## src/rtl/spi_csel_ctrl.sv

```systemverilog
module spi_csel_ctrl #(
  parameter int WORD_W   = 32,
  parameter int DATA_W   = 16,
  parameter int CODE_LSB = 16,
  parameter int LAST_BIT = 24,
  parameter int LEN_W    = 5,
  parameter int MIN_LEN  = 8,
  parameter int MAX_LEN  = 16
) (
  input  logic                clk,
  input  logic                rst,
  input  logic                sel_var_i,
  input  logic                dec_en_i,
  input  logic [3:0]          fix_code_i,
  input  logic [4*LEN_W-1:0]  slot_len_i,
  input  logic [WORD_W-1:0]   tx_word_i,
  input  logic                tx_valid_i,
  output logic                tx_ready_o,
  output logic                sh_start_o,
  output logic [DATA_W-1:0]   sh_data_o,
  input  logic                sh_done_i,
  output logic [3:0]          cs_n_o,
  output logic [1:0]          cfg_idx_o,
  output logic [LEN_W-1:0]    char_len_o
);
  localparam logic [3:0] IDLE_CODE = 4'hF;

  logic             busy_q, last_q;
  logic [3:0]       code_w;
  logic [1:0]       low_zero, idx_w;
  logic [LEN_W-1:0] raw_len, len_w;
  logic             take, go;

  assign code_w = sel_var_i ? tx_word_i[CODE_LSB +: 4] : fix_code_i;

  always_comb begin
    low_zero = 2'd0;
    for (int i = 3; i >= 0; i--)
      if (!code_w[i]) low_zero = 2'(i);
  end

  assign idx_w   = dec_en_i ? code_w[3:2] : low_zero;
  assign raw_len = slot_len_i[idx_w*LEN_W +: LEN_W];
  assign len_w   = (raw_len < LEN_W'(MIN_LEN)) ? LEN_W'(MIN_LEN) :
                   (raw_len > LEN_W'(MAX_LEN)) ? LEN_W'(MAX_LEN) : raw_len;

  assign tx_ready_o = !busy_q || (sh_done_i && !last_q);
  assign take       = tx_valid_i && tx_ready_o;
  assign go         = take && (code_w != IDLE_CODE);

  always_ff @(posedge clk) begin
    if (rst) begin
      busy_q     <= 1'b0;
      last_q     <= 1'b0;
      sh_start_o <= 1'b0;
      sh_data_o  <= '0;
      cs_n_o     <= IDLE_CODE;
      cfg_idx_o  <= '0;
      char_len_o <= LEN_W'(MIN_LEN);
    end else begin
      sh_start_o <= 1'b0;
      if (go) begin
        busy_q     <= 1'b1;
        last_q     <= tx_word_i[LAST_BIT];
        sh_start_o <= 1'b1;
        sh_data_o  <= tx_word_i[DATA_W-1:0];
        cs_n_o     <= dec_en_i ? code_w : ~(4'b0001 << low_zero);
        cfg_idx_o  <= idx_w;
        char_len_o <= len_w;
      end else if (busy_q && sh_done_i) begin
        busy_q <= 1'b0;
        last_q <= 1'b0;
        cs_n_o <= IDLE_CODE;
      end
    end
  end
endmodule

```

## config.mk

```make
export PLATFORM = sky130hd
export DESIGN_NAME = spi_csel_ctrl
export DESIGN_NICKNAME = d
export VERILOG_FILES = /design/src/rtl/spi_csel_ctrl.sv
export SDC_FILE = /design/constraint.sdc
export NUM_CORES = 1
export LEC_CHECK = 0
export BUFFER_PORTS_ARGS = -buffer_cell sky130_fd_sc_hd__clkbuf_2
export CAP_MARGIN = 0
export CORE_UTILIZATION = 44
export CTS_BUF_LIST = sky130_fd_sc_hd__clkbuf_4
export DETAILED_ROUTE_END_ITERATION = 16
export PLACE_DENSITY_LB_ADDON = 0.08
export SYNTH_ARGS = -nofsm -noshare
export SYNTH_HDL_FRONTEND = slang
export SYNTH_SLANG_ARGS = --single-unit
```

## constraint.sdc

```tcl
create_clock -name clk -period 2.7 [get_ports clk]
set_clock_uncertainty 0.2 [all_clocks]
set_input_delay 0.135 -clock clk [delete_from_list [all_inputs] [get_ports clk]]
set_output_delay 0.135 -clock clk [all_outputs]
set_load 0.01 [all_outputs]
```

==> implementation parameters <==
Parameter                              Value

Run status
  Status ... finished clean

Final layout
  Number of fillers in the final layout ... 284
  Fraction of layout instances using a drive strength above 1 ... 0.373
  Area Growth Syn to Fin ... 46.8%
  Final-stage net count ... 340
  Util after Layout ... 0.701
  Sequential cell area ... 601 um2
  Post-layout instance count excluding filler cells ... 323
  Combined area of the multi-input logic cells ... 825 um2
  Final antenna diode count ... 0

Logic synthesis
  Yosys top cell by area ... dfxtp_1
  Synth cell count leaders ... nand2_1 (45), dfxtp_1 (30), a21oi_1 (21)
  Synth Register Bits ... 30
  Sequential cell area fraction in the yosys report ... 0.402
  Primary FF master, synth ... dfxtp_1
  Async set or reset register ratio after synthesis ... 0
  Warnings from Yosys ... 0
  Count of unique library cells instantiated by Yosys ... 38
  Synth top area cells ... dfxtp_1 (40%), nand2_1 (11%), a21oi_1 (7.0%)
  Mean post-synth cell area ... 8.35 um2
  Number of enable-type register cells in the synthesized netlist ... 0
  Cell count after synthesis ... 179
  Leading cell type by number of instances after synthesis ... nand2_1
  Synthesized cell area ... 1490 um2
  Top-area cell type share of the netlist area ... 0.402
  Total nets after synthesis ... 241

Clock tree
  Number of clock sinks ... 30
  CTS Hold Bufs ... 18
  Maximum root-to-sink buffer count ... 2
  Master cell of the clock root buffer ... clkbuf_4
  TritonCTS clock tree ... built
  Post-CTS clock slew at the launch and capture registers of the worst setup and hold paths ... approximately 0.10 ns
  CTS resizes ... 0
  Number of buffers created by CTS ... 5
  Post-CTS setup-driven buffer insertion count ... 0
  Number of H-tree branching levels ... 2
  Insertion delay to the later sink of the worst-skew pair ... 0.32 ns

Hold path
  Worst hold path class ... input port to register

Setup path
  Required arrival time at the worst endpoint ... 2.78 ns
  Critical Path Start ... sh_done_i
  Peak fanout along the critical path ... 10
  Worst-path cell chain ... dlygate4sd3_1 -> clkbuf_2 -> nor2b_1 -> o21ai_0 -> a21oi_2 -> o311ai_0 -> a211oi_2 -> a22o_1
  Maximum single-stage delay on the critical path ... ~0.52 ns
  Startpoint types ... input port
  Cell with the largest stage delay on the worst path ... dlygate4sd3_1
  Kind of end point of the critical path ... register
  R2r worst-path depth ... 6
  Critical Path AT ... 2.11 ns
  Capture point of the critical path ... char_len_o[2]$_SDFFE_PP0P_
  Worst setup slack for register-to-register paths ... 0.78 ns
  Worst R2R End ... char_len_o[2]$_SDFFE_PP0P_
  WS Path Type ... input port to register
  Critical register-to-register path startpoint ... last_q$_SDFFE_PP0P_

Pwr
  Reg power frac ... 0.444
  Leak ... 1.01 nW
  Clock power share ... 0.317
  Proportion of total power due to net switching ... 0.277
  Net switching power figure ... 0.000304 W
  Internal power ... 0.000794 W
  Largest vdd supply drop ... 0.388 mV
  Combinational group share of total power ... 0.240
  PwrDens ... 501 nW/um2

STA
  Maximum frequency from static timing analysis ... 492 MHz
  Max-slew headroom ... 0.623
  Total negative setup slack ... 0 ns
  Max Transition Viols Final ... 0
  Slew at the pin closest to its max-slew limit ... 0.550 ns
  Final hold violations ... 0
  Unrepaired setup endpoints after global routing ... no
  Minimum clock period after layout ... 2.03 ns
  Fin crit share ... 0.753
  Final setup violating endpoints ... 0

Drt
  Detail-routed via count per cell ... 5.15
  DRC violation total after the first TritonRoute iteration ... 79
  DR vias ... 1,663
  Aggregate routed wire length ... 3880 um
  Detail-routed net length per standard cell ... between 10 and 15 um
  Antenna Violating Nets Remaining ... 0
  Number of remaining DRC errors ... 0
  DR pass1 iterations ... 4

Global routing
  Final global-route overflow total ... 0
  Largest net degree at the start of global routing ... 26
  Initial antenna violation count ... 0
  First-pass GRT wire length ... 6060 um
  GR Util All Layers ... 0.223
  Number of global-route vias before repair ... 1,429

Floorplanning
  Die ar. ... between 3000 and 4000 um2
  Placement Rows ... 20
  Core Box Area ... 3130 um2
  Die Span Y ... 60.3 um
  Io pins ... between 90 and 100
  Starting density of the core ... 0.478
  Floorplan die width ... ~60 um

Placement
  Placed insts ... 297
  Detailed placer's ending HPWL ... 2720 um
  Count of port buffers added during placement ... 79
  GPL Wtd Cong ... ~0.79

Job
  Maximum capacitance violations ... 0
state kept, by name, indices dropped and copies added, names as in the netlist:
name / count
busy_q: 1
char_len_o: 5
sh_data_o: 16
last_q: 1
cfg_idx_o: 2
sh_start_o: 1
cs_n_o: 4
critical path: cells and delay by family:
kind | cells | cell delay, ns
AND/OR/NAND/NOR | 1 | 0.11
AO/OA/AOI/OAI | 5 | 1.24
buffers and inverters | 2 | 0.62
metal layers:
layer | GRT usage | wire length (um) | share of wire | up-vias
li1 | - | - | - | 839
met2 | 0.380 | 1900 | 0.49 | 54
met3 | 0.0606 | 211 | 0.054 | 5
met1 | 0.270 | 1730 | 0.45 | 765
met5 | 0 | 0 | 0 | -
met4 | 0.0698 | 34 | 0.0088 | 0
area by class of cell:
cell class	count	area share
clock inverters	3	0.0183
well taps	44	0.0251
repair buffers	102	0.280
clock buffers	5	0.0171
flip-flops and latches	30	0.274
inverters	6	0.0103
multi-input cells	133	0.376
kinds of logic after synthesis:
kind of cell	Yosys count	share of synthesized area
AND/OR/NAND/NOR	70	0.208
AO/OA/AOI/OAI	54	0.245
multiplexers	9	0.0988
flip-flops	30	0.402
buffers and inverters	16	0.0461
stage by stage:
step                      worst slack [ns]  hold WS (ns)  area [um2]  total power [W]
after floorplan                      0.537        0.0710        1490         0.000642
after global placement               0.448         0.161        1940         0.000736
after detailed placement             0.441         0.167        1940         0.000739
after CTS                            0.658        0.0245        2190          0.00110
after global routing                 0.489        0.0330        2190          0.00116
final                                0.666        0.0314        2190          0.00110
placed cells by master (no fill, tap or decap), types with 2 or more instances in the layout:
master,synthesis,layout
clkinv_2,0,2
clkbuf_2,0,79
mux2i_1,2,2
mux4_2,4,4
a21oi_1,21,21
nor2b_1,3,3
dlygate4sd3_1,0,18
a211oi_1,3,3
mux2_2,2,2
nand3b_1,3,3
o31ai_1,2,2
nand3_1,3,3
dfxtp_1,30,30
o211ai_1,5,5
nor3_1,4,4
o21ai_1,2,2
clkbuf_4,0,5
buf_4,0,5
a21o_1,2,2
inv_1,6,6
nor2_1,6,6
o21ai_0,6,6
a22o_1,3,3
nand2_1,45,45
nand2b_1,3,3
worst min-delay path by stage:
| stage | startpoint | to | cells past startpoint |
|---|---|---|---|
| after floorplan | tx_word_i[0] | sh_data_o[0]$_SDFFE_PP0P_ | 2 |
| after global placement | tx_word_i[8] | sh_data_o[8]$_SDFFE_PP0P_ | 3 |
| after detailed placement | tx_word_i[6] | sh_data_o[6]$_SDFFE_PP0P_ | 3 |
| after CTS | tx_valid_i | cs_n_o[0]$_SDFFE_PP1P_ | 4 |
| after global routing | slot_len_i[17] | char_len_o[2]$_SDFFE_PP0P_ | 3 |
| final | tx_valid_i | cs_n_o[0]$_SDFFE_PP1P_ | 4 |
power groups by stage:
stage	sequential, W	clock, W	combinational [W]
after floorplan	0.000509	0	0.000133
after global placement	0.000496	0	0.000240
after detailed placement	0.000497	0	0.000242
after CTS	0.000487	0.000350	0.000264
after global routing	0.000491	0.000374	0.000290
final	0.000487	0.000348	0.000263
No activity file was read; power rests on OpenSTA's default activity.
